**config.mk**
```make
export PLATFORM = sky130hd
export DESIGN_NAME = spi_sel_slave
export DESIGN_NICKNAME = d
export VERILOG_FILES = /design/src/rtl/spi_sel_pkg.sv /design/src/rtl/spi_sel_ctrl.sv /design/src/rtl/spi_sel_dpath.sv /design/src/rtl/spi_sel_slave.sv
export SDC_FILE = /design/constraint.sdc
export NUM_CORES = 1
export LEC_CHECK = 0
export BUFFER_PORTS_ARGS = -buffer_cell sky130_fd_sc_hd__buf_2
export CAP_MARGIN = 20
export CORE_MARGIN = 2
export CORE_UTILIZATION = 57
export CTS_CLUSTER_DIAMETER = 200
export DETAILED_ROUTE_END_ITERATION = 8
export GPL_ROUTABILITY_DRIVEN = 0
export GPL_TIMING_DRIVEN = 1
export MAX_ROUTING_LAYER = met4
export PLACE_DENSITY = 0.81
export SETUP_SLACK_MARGIN = 0.02
export SLEW_MARGIN = 30
export SYNTH_ARGS = -nofsm -noshare
export SYNTH_HDL_FRONTEND = slang
export SYNTH_SLANG_ARGS = --single-unit
```
**constraint.sdc**
```tcl
create_clock -name clk -period 2.9 [get_ports clk]
set_clock_uncertainty 0.2 [all_clocks]
set_input_delay 0.29 -clock clk [delete_from_list [all_inputs] [get_ports clk]]
set_output_delay 0.29 -clock clk [all_outputs]
set_load 0.02 [all_outputs]
```
**src/rtl/spi_sel_pkg.sv**
```systemverilog
package spi_sel_pkg;
  typedef struct packed {
    logic active;     // slave selected and enabled
    logic sampleStb;  // take one sdi bit
    logic shiftStb;   // advance the transmit register
    logic frameDone;  // last bit of the byte sampled
    logic inFrame;    // some bits of a byte already taken
    logic sdiBit;     // synchronized serial input
  } spi_strobe_t;
endpackage

```
**src/rtl/spi_sel_ctrl.sv**
```systemverilog
module spi_sel_ctrl
  import spi_sel_pkg::*;
#(
  parameter int DATA_W = 8,
  parameter int SYNC_STAGES = 2,
  parameter int MODE_W = 4,
  parameter logic [MODE_W-1:0] SEL_CODE = 4'b0100
) (
  input  logic              clk,
  input  logic              rstN,
  input  logic              sck,
  input  logic              ssN,
  input  logic              sdi,
  input  logic [MODE_W-1:0] mode,
  input  logic              cpol,
  input  logic              cke,
  input  logic              enable,
  output spi_strobe_t       stb,
  output logic              modeErr
);
  localparam int CNT_W = (DATA_W > 1) ? $clog2(DATA_W) : 1;
  localparam logic [CNT_W-1:0] LAST_BIT = CNT_W'(DATA_W - 1);

  logic [SYNC_STAGES-1:0] sckPipe, ssPipe, sdiPipe;
  logic sckPrev;
  logic sckS, ssS, sdiS;
  logic selCtl, effCke, active;
  logic leadEdge, trailEdge, sampleEdge, changeEdge;
  logic [CNT_W-1:0] bitCnt;

  always_ff @(posedge clk or negedge rstN) begin
    if (!rstN) begin
      sckPipe <= '0;
      ssPipe  <= '1;
      sdiPipe <= '0;
      sckPrev <= 1'b0;
    end else begin
      sckPipe <= {sckPipe[SYNC_STAGES-2:0], sck};
      ssPipe  <= {ssPipe[SYNC_STAGES-2:0], ssN};
      sdiPipe <= {sdiPipe[SYNC_STAGES-2:0], sdi};
      sckPrev <= sckPipe[SYNC_STAGES-1];
    end
  end

  assign sckS = sckPipe[SYNC_STAGES-1];
  assign ssS  = ssPipe[SYNC_STAGES-1];
  assign sdiS = sdiPipe[SYNC_STAGES-1];

  assign selCtl  = (mode == SEL_CODE);
  assign active  = enable && (!selCtl || !ssS);
  assign effCke  = cke && selCtl;
  assign modeErr = enable && cke && !selCtl;

  assign leadEdge   = (sckS != cpol) && (sckPrev == cpol);
  assign trailEdge  = (sckS == cpol) && (sckPrev != cpol);
  assign sampleEdge = effCke ? leadEdge : trailEdge;
  assign changeEdge = effCke ? trailEdge : leadEdge;

  always_ff @(posedge clk or negedge rstN) begin
    if (!rstN) bitCnt <= '0;
    else if (!active) bitCnt <= '0;
    else if (sampleEdge) bitCnt <= (bitCnt == LAST_BIT) ? '0 : bitCnt + 1'b1;
  end

  always_comb begin
    stb.active    = active;
    stb.sampleStb = active && sampleEdge;
    stb.shiftStb  = active && changeEdge && (bitCnt != '0);
    stb.frameDone = active && sampleEdge && (bitCnt == LAST_BIT);
    stb.inFrame   = active && (bitCnt != '0);
    stb.sdiBit    = sdiS;
  end

  p_cnt_reset_r5: assert property (@(posedge clk) disable iff (!rstN)
    !active |=> (bitCnt == '0));
  p_quiet_deselect_r5: assert property (@(posedge clk) disable iff (!rstN)
    !active |-> !(stb.sampleStb || stb.shiftStb || stb.frameDone));
  p_done_wraps_r2: assert property (@(posedge clk) disable iff (!rstN)
    stb.frameDone |=> (bitCnt == '0));
  p_moderr_edge_r8: assert property (@(posedge clk) disable iff (!rstN)
    (modeErr && stb.sampleStb) |-> (sckS == cpol));
endmodule

```
**src/rtl/spi_sel_dpath.sv**
```systemverilog
module spi_sel_dpath
  import spi_sel_pkg::*;
#(
  parameter int DATA_W = 8
) (
  input  logic              clk,
  input  logic              rstN,
  input  spi_strobe_t       stb,
  input  logic              bufWr,
  input  logic [DATA_W-1:0] bufWrData,
  input  logic              bufRd,
  input  logic              flagClr,
  output logic [DATA_W-1:0] bufRdData,
  output logic              txMsb,
  output logic              irqFlag,
  output logic              ovfFlag,
  output logic              wcolFlag
);
  logic [DATA_W-1:0] rxShift, rxBuf, txShift, newByte;
  logic bufFull;

  assign newByte   = {rxShift[DATA_W-2:0], stb.sdiBit};
  assign bufRdData = rxBuf;
  assign txMsb     = txShift[DATA_W-1];

  always_ff @(posedge clk or negedge rstN) begin
    if (!rstN) begin
      rxShift <= '0;
      rxBuf   <= '0;
      bufFull <= 1'b0;
      ovfFlag <= 1'b0;
      irqFlag <= 1'b0;
    end else begin
      if (flagClr) begin
        ovfFlag <= 1'b0;
        irqFlag <= 1'b0;
      end
      if (bufRd) bufFull <= 1'b0;
      if (stb.sampleStb) rxShift <= newByte;
      if (stb.frameDone) begin
        irqFlag <= 1'b1;
        if (bufFull && !bufRd) ovfFlag <= 1'b1;
        else begin
          rxBuf   <= newByte;
          bufFull <= 1'b1;
        end
      end
    end
  end

  always_ff @(posedge clk or negedge rstN) begin
    if (!rstN) begin
      txShift  <= '0;
      wcolFlag <= 1'b0;
    end else begin
      if (flagClr) wcolFlag <= 1'b0;
      if (bufWr && stb.inFrame) wcolFlag <= 1'b1;
      if (stb.frameDone) txShift <= '0;
      else if (bufWr && !stb.inFrame) txShift <= bufWrData;
      else if (stb.shiftStb) txShift <= {txShift[DATA_W-2:0], 1'b0};
    end
  end

  p_irq_on_done_r2: assert property (@(posedge clk) disable iff (!rstN)
    stb.frameDone |=> irqFlag);
  p_ovf_keeps_r9: assert property (@(posedge clk) disable iff (!rstN)
    (stb.frameDone && bufFull && !bufRd) |=> (ovfFlag && $stable(rxBuf)));
  p_tx_empty_r4: assert property (@(posedge clk) disable iff (!rstN)
    stb.frameDone |=> (txShift == '0));
  p_wcol_r11: assert property (@(posedge clk) disable iff (!rstN)
    (bufWr && stb.inFrame && !stb.shiftStb && !stb.frameDone) |=> (wcolFlag && $stable(txShift)));
  p_clear_r12: assert property (@(posedge clk) disable iff (!rstN)
    (flagClr && !stb.frameDone && !bufWr) |=> (!irqFlag && !ovfFlag && !wcolFlag));
endmodule

```
**src/rtl/spi_sel_slave.sv**
```systemverilog
module spi_sel_slave
  import spi_sel_pkg::*;
#(
  parameter int DATA_W = 8,
  parameter int SYNC_STAGES = 2,
  parameter int MODE_W = 4,
  parameter logic [MODE_W-1:0] SEL_CODE = 4'b0100
) (
  input  logic              clk,
  input  logic              rstN,
  input  logic              sck,
  input  logic              ssN,
  input  logic              sdi,
  output logic              sdo,
  output logic              sdoOe,
  input  logic              bufWr,
  input  logic [DATA_W-1:0] bufWrData,
  input  logic              bufRd,
  output logic [DATA_W-1:0] bufRdData,
  input  logic [MODE_W-1:0] mode,
  input  logic              cpol,
  input  logic              cke,
  input  logic              enable,
  input  logic              flagClr,
  output logic              irqFlag,
  output logic              ovfFlag,
  output logic              wcolFlag,
  output logic              modeErr
);
  spi_strobe_t stb;

  spi_sel_ctrl #(
    .DATA_W(DATA_W), .SYNC_STAGES(SYNC_STAGES), .MODE_W(MODE_W), .SEL_CODE(SEL_CODE)
  ) u_ctrl (
    .clk(clk), .rstN(rstN), .sck(sck), .ssN(ssN), .sdi(sdi), .mode(mode),
    .cpol(cpol), .cke(cke), .enable(enable), .stb(stb), .modeErr(modeErr)
  );

  spi_sel_dpath #(.DATA_W(DATA_W)) u_dpath (
    .clk(clk), .rstN(rstN), .stb(stb), .bufWr(bufWr), .bufWrData(bufWrData),
    .bufRd(bufRd), .flagClr(flagClr), .bufRdData(bufRdData), .txMsb(sdo),
    .irqFlag(irqFlag), .ovfFlag(ovfFlag), .wcolFlag(wcolFlag)
  );

  assign sdoOe = stb.active;

  p_float_deselect_r5: assert property (@(posedge clk) disable iff (!rstN)
    ((mode == SEL_CODE) && $past(ssN) && ssN && $past(ssN, 2) && $past(ssN, 3)) |-> !sdoOe);
endmodule

```
==> results of run 1 <==
-- cell type report --
cell class	instances	area, um2
Tap cell	31	38.8
Clock inverter	1	8.76
Clock buffer	7	65.1
Multi-Input combinational cell	85	698
Fill cell	207	746
Inverter	6	22.5
Sequential cell	37	928
Timing Repair Buffer	43	250
-- logic make-up (layout without fill, tap and decap cells) --
kind of cell | after synthesis | in the layout | synth area share
AOI/OAI and AO/OA | 32 | 32 | 0.157
adders and majority gates | 3 | 3 | 0.0226
buffers and inverters | 8 | 57 | 0.0226
DFF | 37 | 37 | 0.558
muxes | 16 | 16 | 0.108
and+or+nand+nor | 34 | 34 | 0.132
-- worst paths after layout --
check	start	to	slack, ns	cells after the start
worst max-delay path	u_ctrl.ssPipe[1]$_DFF_PN1_	u_dpath.bufRdData[0]$_DFFE_PN0P_	0.63	4
worst min-delay path	bufWrData[0]	u_dpath.txShift[0]$_DFFE_PN0P_	0.01	3
worst max register to register	u_ctrl.ssPipe[1]$_DFF_PN1_	u_dpath.bufRdData[0]$_DFFE_PN0P_	0.63	4
worst min register to register	u_ctrl.ssPipe[0]$_DFF_PN1_	u_ctrl.ssPipe[1]$_DFF_PN1_	0.16	0
max in group asynchronous	rstN	u_dpath.rxShift[5]$_DFFE_PN0P_	1.65	2
min in group asynchronous	rstN	u_dpath.bufFull$_DFF_PN0_	0.35	2
-- worst register-to-register path, stage by stage (launching register included) --
cell and delay [ns]:
dfstp_2 0.38, a21boi_0 0.54, o211ai_2 0.31, a21oi_4 0.35
mux2_2 0.38
-- layer usage --
layer / track usage / part of all wire / vias up
met2: 0.388 / 0.51 / 41
met1: 0.290 / 0.41 / 612
met3: 0.0804 / 0.055 / 9
li1: - / - / 581
met5: - / 0 / -
met4: 0.143 / 0.030 / 0
-- state kept, by name, indices dropped and copies added, names as in the netlist --
signal,flops
u_dpath.txShift,8
u_dpath.bufRdData,8
u_ctrl.sckPipe,2
u_ctrl.sdiPipe,2
u_ctrl.ssPipe,2
u_dpath.bufFull,1
u_dpath.rxShift,7
u_dpath.irqFlag,1
u_ctrl.sckPrev,1
u_dpath.ovfFlag,1
u_ctrl.bitCnt,3
u_dpath.wcolFlag,1
-- synthesized netlist by cell type, types with 3 or more instances --
library cell | count | area, um2
nand3_1 | 9 | 45.0
inv_1 | 6 | 22.5
a22o_1 | 3 | 26.3
nor2_1 | 7 | 26.3
nand2_1 | 3 | 11.3
mux2_2 | 15 | 169
o21ai_0 | 8 | 40.0
dfrtp_1 | 35 | 876
a311oi_1 | 7 | 61.3
ha_1 | 3 | 37.5
-- through the flow --
step,power [W],instances,setup slack [ns],util,instance area [um2]
3_3_place_gp,0.000766,195,0.472,0.677,1870
3_5_place_dp,0.000781,195,0.410,0.677,1870
5_1_grt,0.00116,210,0.485,0.730,2010
6_report,0.00110,210,0.634,0.730,2010
4_1_cts,0.00111,210,0.623,0.730,2010
2_1_floorplan,0.000718,130,0.339,-,1660
-- power by group through the flow --
stage	clock network [W]	registers, W	logic (W)
floorplan	0	0.000623	0.0000956
global placement	0	0.000627	0.000139
detailed placement	0	0.000634	0.000147
CTS	0.000330	0.000624	0.000157
finish	0.000321	0.000624	0.000154
global route	0.000348	0.000633	0.000173
==> results.sh, run 1 <==
export IMPL_drc=0
export IMPL_critPathArrivalTime_ns=2.31
export IMPL_cts_made_buffers=5
export IMPL_timing_hold_worst_class="primary input to register"
export IMPL_timing_critical_path_from_type="register"
export IMPL_required_ns=2.94
export IMPL_max_stage_delay_ns=0.54
export IMPL_placement_io_buffers=36
export IMPL_period_share=0.781
export IMPL_critPathMaxFanout=8
export IMPL_seq_power_share=0.568
export IMPL_syn_nets=156
export IMPL_cp_top_family="compound AO/OA/AOI/OAI gates"
export IMPL_cts_reportedPaths_clkPinSlew_ns=0.11
export IMPL_power_frac_comb=0.140
export IMPL_post_cts_repair_setup_buffers=0
export IMPL_finalSetupTns_ns=0
export IMPL_achievable_frequency_mhz=441
export IMPL_synth_async_reset_ratio=1.00
export IMPL_routed_wire_length_per_instance_um=16.6
export IMPL_die_height_um=58.0
export IMPL_total_switching_power_w=0.000293
export IMPL_synth_area_per_inst_um2=12.8
export IMPL_clock_path_buffers=2
export IMPL_totalWireLength_um=3480
export IMPL_worst_slew_margin_rel=0.470
export IMPL_clock_network_latency_to_the_later_pin_of_the_worst_skew_pair_ns=0.35
export IMPL_floorplan_rows=19
export IMPL_grt_pass1_vias=1279
export IMPL_antennaDiodeCount=0
export IMPL_critPathSlowestCell="a21boi_0"
export IMPL_initial_utilization=0.603
export IMPL_synth_edff_count=0
export IMPL_vias_per_cell=5.92
export IMPL_drt_iter0_drc=58
export IMPL_drtPass1Iterations=4
export IMPL_clock_sinks=37
export IMPL_worstPathBufferInverterCount=0
export IMPL_layout_cells_most_common_list="36 x buf_2, 35 x dfrtp_1, 15 x mux2_2"
export IMPL_yosys_warnings=0
export IMPL_pwr_density_cell_nw_per_um2=547
export IMPL_critical_path_class="register to register"
export IMPL_count_of_unique_library_cells_instantiated_by_yosys=36
export IMPL_synth_top_flop_cell="dfrtp_1"
export IMPL_seq_area_frac_synth=0.558
export IMPL_finalHoldViolations=0
export IMPL_flow_area_growth_from_synthesis_pct=20.9
export IMPL_cts_tree="done"
export IMPL_setup_violations=0
export IMPL_antenna_left=0
export IMPL_vdd_ir_drop_max_mv=0.522
export IMPL_cp_cell_sequence="a21boi_0, o211ai_2, a21oi_4, mux2_2"
export IMPL_finalHoldWorstSlack_ns=0.0131
export IMPL_final_common_cell="buf_2"
export IMPL_static_leakage_power_nw=1.02
export IMPL_cap_violations=0
export IMPL_maximum_number_of_pins_on_one_net_before_global_route_repair=38
export IMPL_worstMarginPinSlew_ns=0.795
export IMPL_worst_setup_path_end_kind="register"
export IMPL_dp_final_hpwl_um=2450
export IMPL_cts_root_buf="clkbuf_4"
export IMPL_final_period_minus_worst_setup_slack_ns=2.27
export IMPL_global_route_overflow_total=0
export IMPL_syn_cell_area_um2=1660
export IMPL_ctsHtreeMaxLevel=2
export IMPL_die_area_um2=3370
export IMPL_placeable_core_area_um2=2760
export IMPL_syn_inst=130
export IMPL_ioPinCount=37
export IMPL_power_share_of_the_clock_group=0.292
export IMPL_finalMaxSlewViolations=0
export IMPL_power_switching_fraction=0.266
export IMPL_antenna_violations_before_repair=0
export IMPL_nets=204
export IMPL_layout_drive_gt1_share=0.397
export IMPL_power_internal_w=0.000807
export IMPL_postSynthRegisterBits=37
export IMPL_die_width_um=58.0
export IMPL_postCtsHoldBufs=7
export IMPL_outcome="complete, no violations"
export IMPL_cts_repair_resize_count=0
export IMPL_detailroute_via_count=1243
export IMPL_grt_usage=0.252
export IMPL_grt_first_pass_wirelength_um=5950
export IMPL_rsz0062_at_grt="no"
No activity file was read; power rests on OpenSTA's default activity.
==> run 2: changes to the inputs <==
CORE_UTILIZATION = 53   (was 57)
PLACE_DENSITY = 0.76   (was 0.81)
clock period = 2.4 ns   (was 2.9 ns; I/O delays follow)
==> results.sh, run 2 (synthesis results as in run 1) <==
export IMPL_clock_network_latency_to_the_later_pin_of_the_worst_skew_pair_ns=0.34
export IMPL_critPathMaxFanout=7
export IMPL_clock_sinks=37
export IMPL_timing_critical_path_from_type="register"
export IMPL_die_height_um=60.0
export IMPL_placeable_core_area_um2=3030
export IMPL_worst_slew_margin_rel=0.471
export IMPL_post_cts_repair_setup_buffers=0
export IMPL_flow_area_growth_from_synthesis_pct=26.3
export IMPL_antenna_left=0
export IMPL_critPathSlowestCell="dfrtp_1"
export IMPL_timing_hold_worst_class="primary input to register"
export IMPL_cts_reportedPaths_clkPinSlew_ns=0.11
export IMPL_antenna_violations_before_repair=0
export IMPL_clock_path_buffers=2
export IMPL_grt_pass1_vias=1305
export IMPL_dp_final_hpwl_um=2390
export IMPL_cts_repair_resize_count=0
export IMPL_cap_violations=0
export IMPL_nets=213
export IMPL_post_route_design_area_um2=2100
export IMPL_drt_iter0_drc=39
export IMPL_antennaDiodeCount=0
export IMPL_layout_cells_most_common_list="36 x buf_2, 35 x dfrtp_1, 15 x mux2_2"
export IMPL_report_power_total_w=0.00129
export IMPL_die_width_um=60.0
export IMPL_pwr_density_cell_nw_per_um2=615
export IMPL_critPathArrivalTime_ns=2.11
export IMPL_die_area_um2=3600
export IMPL_floorplan_rows=20
export IMPL_totalWireLength_um=3380
export IMPL_required_ns=2.44
export IMPL_placement_io_buffers=36
export IMPL_worstMarginPinSlew_ns=0.794
export IMPL_global_route_overflow_total=0
export IMPL_worst_setup_path_end_kind="register"
export IMPL_achievable_frequency_mhz=484
export IMPL_finalMaxSlewViolations=0
export IMPL_rsz0062_at_grt="no"
export IMPL_max_stage_delay_ns=0.40
export IMPL_ctsHtreeMaxLevel=2
export IMPL_final_common_cell="buf_2"
export IMPL_period_share=0.862
export IMPL_routed_wire_length_per_instance_um=14.6
export IMPL_layout_drive_gt1_share=0.383
export IMPL_placed_cell_area_um2=1900
export IMPL_cts_root_buf="clkbuf_4"
export IMPL_maximum_number_of_pins_on_one_net_before_global_route_repair=38
export IMPL_finalHoldViolations=0
export IMPL_cts_tree="done"
export IMPL_drc=0
export IMPL_postCtsHoldBufs=14
export IMPL_cp_cell_sequence="inv_1, ha_1, nand2b_1, o211a_1, and4_1, o21ai_0, a311oi_1"
export IMPL_setup_violations=0
export IMPL_ioPinCount=37
export IMPL_finalSetupTns_ns=0
export IMPL_vias_per_cell=5.39
export IMPL_detailroute_via_count=1250
export IMPL_final_period_minus_worst_setup_slack_ns=2.07
export IMPL_static_leakage_power_nw=1.05
export IMPL_initial_utilization=0.550
export IMPL_critical_path_class="register to register"
export IMPL_grt_first_pass_wirelength_um=5710
export IMPL_outcome="complete, no violations"
export IMPL_drtPass1Iterations=4
export IMPL_cts_made_buffers=5
export IMPL_grt_usage=0.228
export IMPL_vdd_ir_drop_max_mv=0.441
[run 2: cell types whose count changed in the layout (fill, tap and decap cells not counted), sizes merged]
cell,delta
dlygate4sd3,+7
buf,+2
clkinvlp,+1
inv,-1
[run 2: area by class of cell]
class / count / area, um2
flip-flops and latches: 37 / 928
fillers: 244 / 926
multi-input cells: 85 / 698
repair buffers: 52 / 335
clock buffers: 7 / 55.1
well taps: 44 / 55.1
inverters: 6 / 22.5
clock inverters: 1 / 7.51
[run 2: power breakdown]
part	internal (W)	switching, W	leakage [nW]
clock network	0.000143	0.000205	0.0315
registers	0.000704	0.0000481	0.465
logic	0.000104	0.0000895	0.550
total	0.000951	0.000342	1.05
[run 2: per-stage QoR]
stage	utilization	setup slack (ns)	cells	hold slack [ns]
after global routing	0.694	0.173	232	0.00553
after CTS	0.694	0.326	232	0.0138
after floorplan	-	0.201	130	-0.256
after detailed placement	0.627	0.00600	210	0.135
final	0.694	0.332	232	0.0285
after global placement	0.627	0.0793	210	0.132
[run 2: final timing paths]
check,startpoint,endpoint,slack (ns),depth (start not counted)
min reg2reg,u_ctrl.ssPipe[0]$_DFF_PN1_,u_ctrl.ssPipe[1]$_DFF_PN1_,0.15,0
min,flagClr,u_dpath.irqFlag$_DFFE_PN0P_,0.03,3
max reg2reg,u_ctrl.bitCnt[0]$_DFFE_PN0P_,u_dpath.txShift[4]$_DFFE_PN0P_,0.33,7
max,u_ctrl.bitCnt[0]$_DFFE_PN0P_,u_dpath.txShift[4]$_DFFE_PN0P_,0.33,7
min in group asynchronous,rstN,u_dpath.txShift[0]$_DFFE_PN0P_,0.30,2
max in group asynchronous,rstN,u_ctrl.bitCnt[1]$_DFFE_PN0P_,1.18,2
[run 2: layer usage]
| metal | wire [um] | track usage |
|---|---|---|
| met5 | 0 | - |
| met4 | 53 | 0.108 |
| met3 | 151 | 0.0476 |
| met2 | 1820 | 0.390 |
| met1 | 1350 | 0.254 |
[run 2: worst max-delay path, delay by kind of cell (launching register included)]
| family | cells | cell delay (ns) |
|---|---|---|
| AOI/OAI and AO/OA | 3 | 0.70 |
| adders and majority gates | 1 | 0.19 |
| buffers and inverters | 1 | 0.06 |
| DFF | 1 | 0.40 |
| and+or+nand+nor | 2 | 0.44 |
